===== config.mk =====
export PLATFORM = sky130hd
export DESIGN_NAME = svpwm_centered
export DESIGN_NICKNAME = d
export VERILOG_FILES = /design/src/rtl/svpwm_pkg.sv /design/src/rtl/svpwm_period_ctr.sv /design/src/rtl/svpwm_phase_times.sv /design/src/rtl/svpwm_centered.sv
export SDC_FILE = /design/constraint.sdc
export NUM_CORES = 1
export LEC_CHECK = 0
export ABC_AREA = 1
export ABC_CLOCK_PERIOD_IN_PS = 18750
export BUFFER_PORTS_ARGS = -buffer_cell sky130_fd_sc_hd__buf_2
export CORE_MARGIN = 2
export CORE_UTILIZATION = 60
export DETAILED_ROUTE_END_ITERATION = 10
export PLACE_DENSITY = 0.76
export SLEW_MARGIN = 5
export SYNTH_ARGS = -nofsm -noshare
export SYNTH_HDL_FRONTEND = slang
export SYNTH_HIERARCHICAL = 1
export SYNTH_SLANG_ARGS = --single-unit

===== constraint.sdc =====
create_clock -name clk -period 18.75 [get_ports clk]
set_input_delay 0 -clock clk [delete_from_list [all_inputs] [get_ports clk]]
set_output_delay 0 -clock clk [all_outputs]
set_load 0.1 [all_outputs]

===== src/rtl/svpwm_pkg.sv =====
package svpwm_pkg;

    localparam int NPH = 3;

    typedef enum logic [1:0] {
        PH_A = 2'd0,
        PH_B = 2'd1,
        PH_C = 2'd2
    } phase_e;

    typedef struct packed {
        logic c;
        logic b;
        logic a;
    } tri_flags_t;

    // Keep only the lowest set candidate: A wins over B, B over C.
    function automatic tri_flags_t first_candidate(input logic [NPH-1:0] cand);
        tri_flags_t f;
        f = '0;
        if (cand[PH_A])      f.a = 1'b1;
        else if (cand[PH_B]) f.b = 1'b1;
        else                 f.c = 1'b1;
        return f;
    endfunction

endpackage


===== src/rtl/svpwm_period_ctr.sv =====
module svpwm_period_ctr #(
    parameter int CNT_W = 10
) (
    input  logic             clk,
    input  logic             rst,
    input  logic             start,
    input  logic [CNT_W-1:0] half_period,
    output logic             running,
    output logic             load,
    output logic [CNT_W:0]   k,
    output logic [CNT_W-1:0] hq,
    output logic [CNT_W-1:0] tri_cnt
);
    localparam int KW = CNT_W + 1;

    logic [KW-1:0] last;

    assign last    = {hq, 1'b0} - KW'(1);
    assign load    = (start && !running) || (running && (k == last));
    assign tri_cnt = (k < {1'b0, hq}) ? CNT_W'(k) : CNT_W'(last - k);

    always_ff @(posedge clk) begin
        if (rst) begin
            running <= 1'b0;
            k       <= '0;
            hq      <= '0;
        end else if (load) begin
            running <= 1'b1;
            k       <= '0;
            hq      <= half_period;
        end else if (running) begin
            k <= k + KW'(1);
        end
    end

    // position never leaves the current period
    p_k_in_period_r2: assert property (@(posedge clk) disable iff (rst)
        running |-> ({1'b0, k} < {1'b0, hq, 1'b0}));

    // inside a period the position advances by one each clock
    p_k_steps_r2: assert property (@(posedge clk) disable iff (rst)
        (running && $past(running) && (k != '0)) |-> (k == $past(k) + KW'(1)));

endmodule


===== src/rtl/svpwm_phase_times.sv =====
module svpwm_phase_times
    import svpwm_pkg::*;
#(
    parameter int REF_W = 12,
    parameter int CNT_W = 10
) (
    input  logic                    [CNT_W-1:0] half_period,
    input  logic signed             [REF_W-1:0] ref_a,
    input  logic signed             [REF_W-1:0] ref_b,
    input  logic signed             [REF_W-1:0] ref_c,
    output logic [NPH-1:0][CNT_W-1:0]           thr,
    output tri_flags_t                          mid
);
    localparam int TW = CNT_W + 3;
    localparam int PW = REF_W + CNT_W + 2;

    logic signed [REF_W-1:0] refs [NPH];
    logic signed [TW-1:0]    t    [NPH];
    logic signed [TW-1:0]    s    [NPH];
    logic signed [TW-1:0]    ts, tmax, tmin, teff, t0, offs;
    logic        [NPH-1:0]   between;

    assign refs[0] = ref_a;
    assign refs[1] = ref_b;
    assign refs[2] = ref_c;
    assign ts      = TW'({half_period, 1'b0});

    // scale every reference to a signed time
    for (genvar i = 0; i < NPH; i++) begin : g_scale
        logic signed [PW-1:0] prod;
        assign prod = PW'(refs[i]) * PW'($signed({1'b0, half_period, 1'b0}));
        assign t[i] = TW'(prod >>> (REF_W - 1));
    end

    always_comb begin
        tmax = t[0];
        tmin = t[0];
        for (int i = 1; i < NPH; i++) begin
            if (t[i] > tmax) tmax = t[i];
            if (t[i] < tmin) tmin = t[i];
        end
        teff = tmax - tmin;
        if (teff > ts) teff = ts;          // drop zero time
        t0   = ts - teff;
        offs = (t0 >>> 1) - tmin;          // centring offset
    end

    for (genvar i = 0; i < NPH; i++) begin : g_shift
        logic signed [TW-1:0] raw;
        assign raw = t[i] + offs;
        always_comb begin
            if (raw < 0)       s[i] = '0;
            else if (raw > ts) s[i] = ts;
            else               s[i] = raw;
        end
        assign thr[i] = half_period - CNT_W'(s[i] >>> 1);
    end

    // middle-phase candidates taken from the references
    for (genvar i = 0; i < NPH; i++) begin : g_mid
        localparam int J = (i + 1) % NPH;
        localparam int L = (i + 2) % NPH;
        assign between[i] = ((refs[i] >= refs[J]) && (refs[i] <= refs[L])) ||
                            ((refs[i] <= refs[J]) && (refs[i] >= refs[L]));
    end

    assign mid = first_candidate(between);

endmodule


===== src/rtl/svpwm_centered.sv =====
module svpwm_centered
    import svpwm_pkg::*;
#(
    parameter int REF_W = 12,
    parameter int CNT_W = 10
) (
    input  logic                    clk,
    input  logic                    rst,
    input  logic                    start,
    input  logic [CNT_W-1:0]        half_period,
    input  logic signed [REF_W-1:0] ref_a,
    input  logic signed [REF_W-1:0] ref_b,
    input  logic signed [REF_W-1:0] ref_c,
    output logic                    leg_a,
    output logic                    leg_b,
    output logic                    leg_c,
    output logic                    mid_a,
    output logic                    mid_b,
    output logic                    mid_c
);
    logic                        running, load;
    logic [CNT_W:0]              k;
    logic [CNT_W-1:0]            hq, tri_cnt;
    logic [NPH-1:0][CNT_W-1:0]   thr_n, thr_q;
    tri_flags_t                  mid_n, mid_q;
    logic [NPH-1:0]              legs;

    svpwm_period_ctr #(.CNT_W(CNT_W)) u_ctr (
        .clk         (clk),
        .rst         (rst),
        .start       (start),
        .half_period (half_period),
        .running     (running),
        .load        (load),
        .k           (k),
        .hq          (hq),
        .tri_cnt     (tri_cnt)
    );

    svpwm_phase_times #(.REF_W(REF_W), .CNT_W(CNT_W)) u_times (
        .half_period (half_period),
        .ref_a       (ref_a),
        .ref_b       (ref_b),
        .ref_c       (ref_c),
        .thr         (thr_n),
        .mid         (mid_n)
    );

    // thresholds and flags change only at a period boundary
    always_ff @(posedge clk) begin
        if (rst) begin
            thr_q <= '0;
            mid_q <= '0;
        end else if (load) begin
            thr_q <= thr_n;
            mid_q <= mid_n;
        end
    end

    // leg high while the triangle sits at or above its threshold
    for (genvar i = 0; i < NPH; i++) begin : g_leg
        assign legs[i] = running && (tri_cnt >= thr_q[i]);
    end

    assign leg_a = legs[PH_A];
    assign leg_b = legs[PH_B];
    assign leg_c = legs[PH_C];
    assign mid_a = mid_q.a;
    assign mid_b = mid_q.b;
    assign mid_c = mid_q.c;

    p_mid_onehot_r8: assert property (@(posedge clk) disable iff (rst)
        running |-> $onehot({mid_c, mid_b, mid_a}));

    p_idle_quiet_r1: assert property (@(posedge clk) disable iff (rst)
        !running |-> ({leg_a, leg_b, leg_c, mid_a, mid_b, mid_c} == 6'b0));

    p_thr_hold_r3: assert property (@(posedge clk) disable iff (rst)
        (running && $past(running) && (k != '0)) |-> ($stable(thr_q) && $stable(mid_q)));

    p_rise_first_half_r6: assert property (@(posedge clk) disable iff (rst)
        ($rose(leg_a) || $rose(leg_b) || $rose(leg_c)) |-> ({1'b0, k} < {2'b0, hq}));

endmodule


==> results.yml <==
synth:
  yosysWarnings: 6
  yosys.cell_types.count: 46
  synth_edf_count: 0
  syn_area_mm2: 0.0266
  async_reset_ff_frac: 0
  ys_seq_area_frac: 0.0413
  synth.avg_cell_area_um2: 7.09
  synthFlopType: "dfxtp_1"
  syn-num-nets: 4555
  synth_seq_cells: 55
  synthCells: 3755
global_route:
  antenna_found_initial: 2
  grt_max_degree: 61
  grt-ovfl-total: 0
  track_usage: 0.303
  grt_pass1_vias: 23000
  grt_pass1_wl_um: 114000
route:
  avgViaCountPerCell: 5.33
  antenna_left: 0
  drt_iter0_markers: 1702
  dr.pass1.iters: 5
  vias: 23300
  remaining_drc_errors: 0
  post_drt_wl_per_cell_um: 15.8
  wl_um: 69400
die:
  start_util: 0.605
  num_rows: 77
  fp.dieArea_mm2: 0.0461
  core_area_mm2: 0.0440
  die_h_um: 215
  die-width_um: 215
  num_io_pins: 55
layout:
  multi_input_area_mm2: 0.0216
  final_layout_size_suffix_gt1_frac: 0.0755
  seq_area_mm2: 0.00110
  syn_to_final_growth_pct: 6.08
  fillers: 3995
  nets: 4588
worst_setup_path:
  crit_slowest_cell: "fa_1"
  critPathKind: "in2reg"
  cp.arrival_ps: 17830
  endpoint_kind: "register"
  cp.required_ps: 18890
  max_stage_delay_ps: 550
  start_kind: "input port"
  cp_max_fo: 18
  crit_top_cell: "inv_1"
sta:
  fin_crit_sh: 0.944
  setup_viol: 0
  tightest_slew_ps: 962
  timing.fmax_mhz: 56.5
  relSlewSlack: 0.352
  finalHoldViolCount: 0
  finClkSkew_ps: 8.16
  min_period_ps: 17690
  slew_viol_final: 0
  fin_ws_ps: 1060
worst_hold_path:
  hold_class: "in2reg"
clock_network:
  cts.clk_slew.worst_paths_ps: 70
  cts_tree: "yes"
  tritoncts_num_sinks: 55
  cts_max_level: 2
  clockRootBuffer: "clkbuf_16"
  clock_latency_ps: 300
  numCtsBuffers: 5
  clockBufferDepth: 2
placement:
  post-dp-hpwl_um: 58100
  gp_congestion: 0.959
  io_buffers: 54
  pre_cts_ws_ps: -242
status:
  run_status: "finished, final reports clean"
job:
  cap_violations: 0
cells in the mapped netlist, types with 4 or more instances:
| master | count | share of area |
|---|---|---|
| a211oi_1 | 5 | 0.0014 |
| a211oi_2 | 27 | 0.013 |
| a21o_1 | 13 | 0.0037 |
| a21oi_1 | 202 | 0.038 |
| a31oi_1 | 6 | 0.0014 |
| buf_1 | 17 | 0.0024 |
| buf_2 | 9 | 0.0017 |
| buf_4 | 7 | 0.0020 |
| buf_6 | 8 | 0.0034 |
| clkbuf_1 | 65 | 0.0092 |
| dfxtp_1 | 55 | 0.041 |
| fa_1 | 345 | 0.26 |
| ha_1 | 406 | 0.19 |
| inv_1 | 984 | 0.14 |
| inv_2 | 8 | 0.0011 |
| nand2_1 | 869 | 0.12 |
| nand2_2 | 19 | 0.0045 |
| nand2_4 | 6 | 0.0025 |
| nand3_1 | 92 | 0.017 |
| nand3_2 | 18 | 0.0068 |
| nand3b_1 | 5 | 0.0014 |
| nand4_1 | 41 | 0.0096 |
| nor2_1 | 159 | 0.022 |
| nor2_2 | 7 | 0.0016 |
| nor3_1 | 21 | 0.0039 |
| o2111ai_1 | 13 | 0.0043 |
| o211ai_1 | 20 | 0.0056 |
| o21a_1 | 4 | 0.0011 |
| o21ai_0 | 107 | 0.020 |
| o21bai_1 | 33 | 0.0093 |
| or2_2 | 8 | 0.0019 |
| xnor2_1 | 55 | 0.018 |
| xor2_1 | 98 | 0.032 |
critical path, delay by kind of cell:
family                     cells  cell delay (ps)
AOI/OAI and AO/OA             32             5220
and+or+nand+nor               34             3790
buffers and inverters         20             2020
xor gates and xnor gates       5             1060
adders and majority gates     15             5670
final timing paths:
kind / slack, ps / end / cells after the start / startpoint
worst max register to register: 15400 / thr_q[26]$_SDFFE_PP0P_ / 15 / u_ctr/hq[0]$_SDFFE_PP0P_
worst max-delay path: 1060 / thr_q[9]$_SDFFE_PP0P_ / 106 / half_period[6]
worst min-delay path: 210 / u_ctr/hq[5]$_SDFFE_PP0P_ / 4 / half_period[5]
worst min register to register: 470 / mid_c$_SDFFE_PP0P_ / 2 / mid_c$_SDFFE_PP0P_
flip-flops by register name (all words and copies together), names as in the netlist:
signal and cells:
u_ctr/k 11, mid_a 1, mid_c 1, mid_b 1, u_ctr/hq 10, u_ctr/running 1, thr_q 30
cells by family (layout without fill, tap and decap cells):
| logic type | after synthesis | after routing | share of synthesized area |
|---|---|---|---|
| simple gates | 1248 | 1248 | 0.196 |
| buf+inv | 1098 | 1131 | 0.158 |
| fa+ha+maj | 751 | 751 | 0.450 |
| compound gates | 450 | 451 | 0.104 |
| xor+xnor | 153 | 153 | 0.0503 |
| flops | 55 | 55 | 0.0413 |
| other cells | 0 | 1 | 0 |
cell usage in the layout, fill, tap and decap left out, types with 70 or more instances in the layout:
master / Yosys / layout
nand3_1: 92 / 89
a21oi_1: 202 / 191
fa_1: 345 / 345
nand2_1: 869 / 866
inv_1: 984 / 981
nor2_1: 159 / 156
ha_1: 406 / 403
buf_4: 7 / 70
xor2_1: 98 / 95
o21ai_0: 107 / 85
final cells by class:
| cell class | count | area share |
|---|---|---|
| Antenna cell | 1 | 0.0000886 |
| Clock buffer | 8 | 0.00553 |
| Inverter | 992 | 0.132 |
| Multi-Input combinational cell | 2603 | 0.763 |
| Sequential cell | 55 | 0.0390 |
| Tap cell | 592 | 0.0262 |
| Timing Repair Buffer | 129 | 0.0337 |
| Timing Repair inverter | 2 | 0.000354 |
through the flow:
stage | hold slack (ps) | utilization | std cells | TNS [ps] | instance area [µm²]
6_report | 211 | 0.642 | 4382 | 0 | 28300
3_3_place_gp | 446 | 0.628 | 4356 | 0 | 27600
3_5_place_dp | 456 | 0.628 | 4356 | -753 | 27600
5_1_grt | 224 | 0.642 | 4382 | -713 | 28300
4_1_cts | 348 | 0.631 | 4364 | 0 | 27800
2_1_floorplan | 69.4 | - | 3755 | 0 | 26600
routing by layer:
layer,track usage,routed length (µm)
met1,0.399,29700
met3,0.0277,4540
met2,0.525,32900
met5,0,0
met4,0.103,2350
timing repair:
item / CTS / global route
resized for setup: 0 / 104
buffers inserted: 0 / 14
hold buffers: 0 / 0
endpoints found under the setup margin: 0 / 30
Power is not shown: default switching activity piles up to over one toggle a cycle in this logic, so the estimate is an artifact.
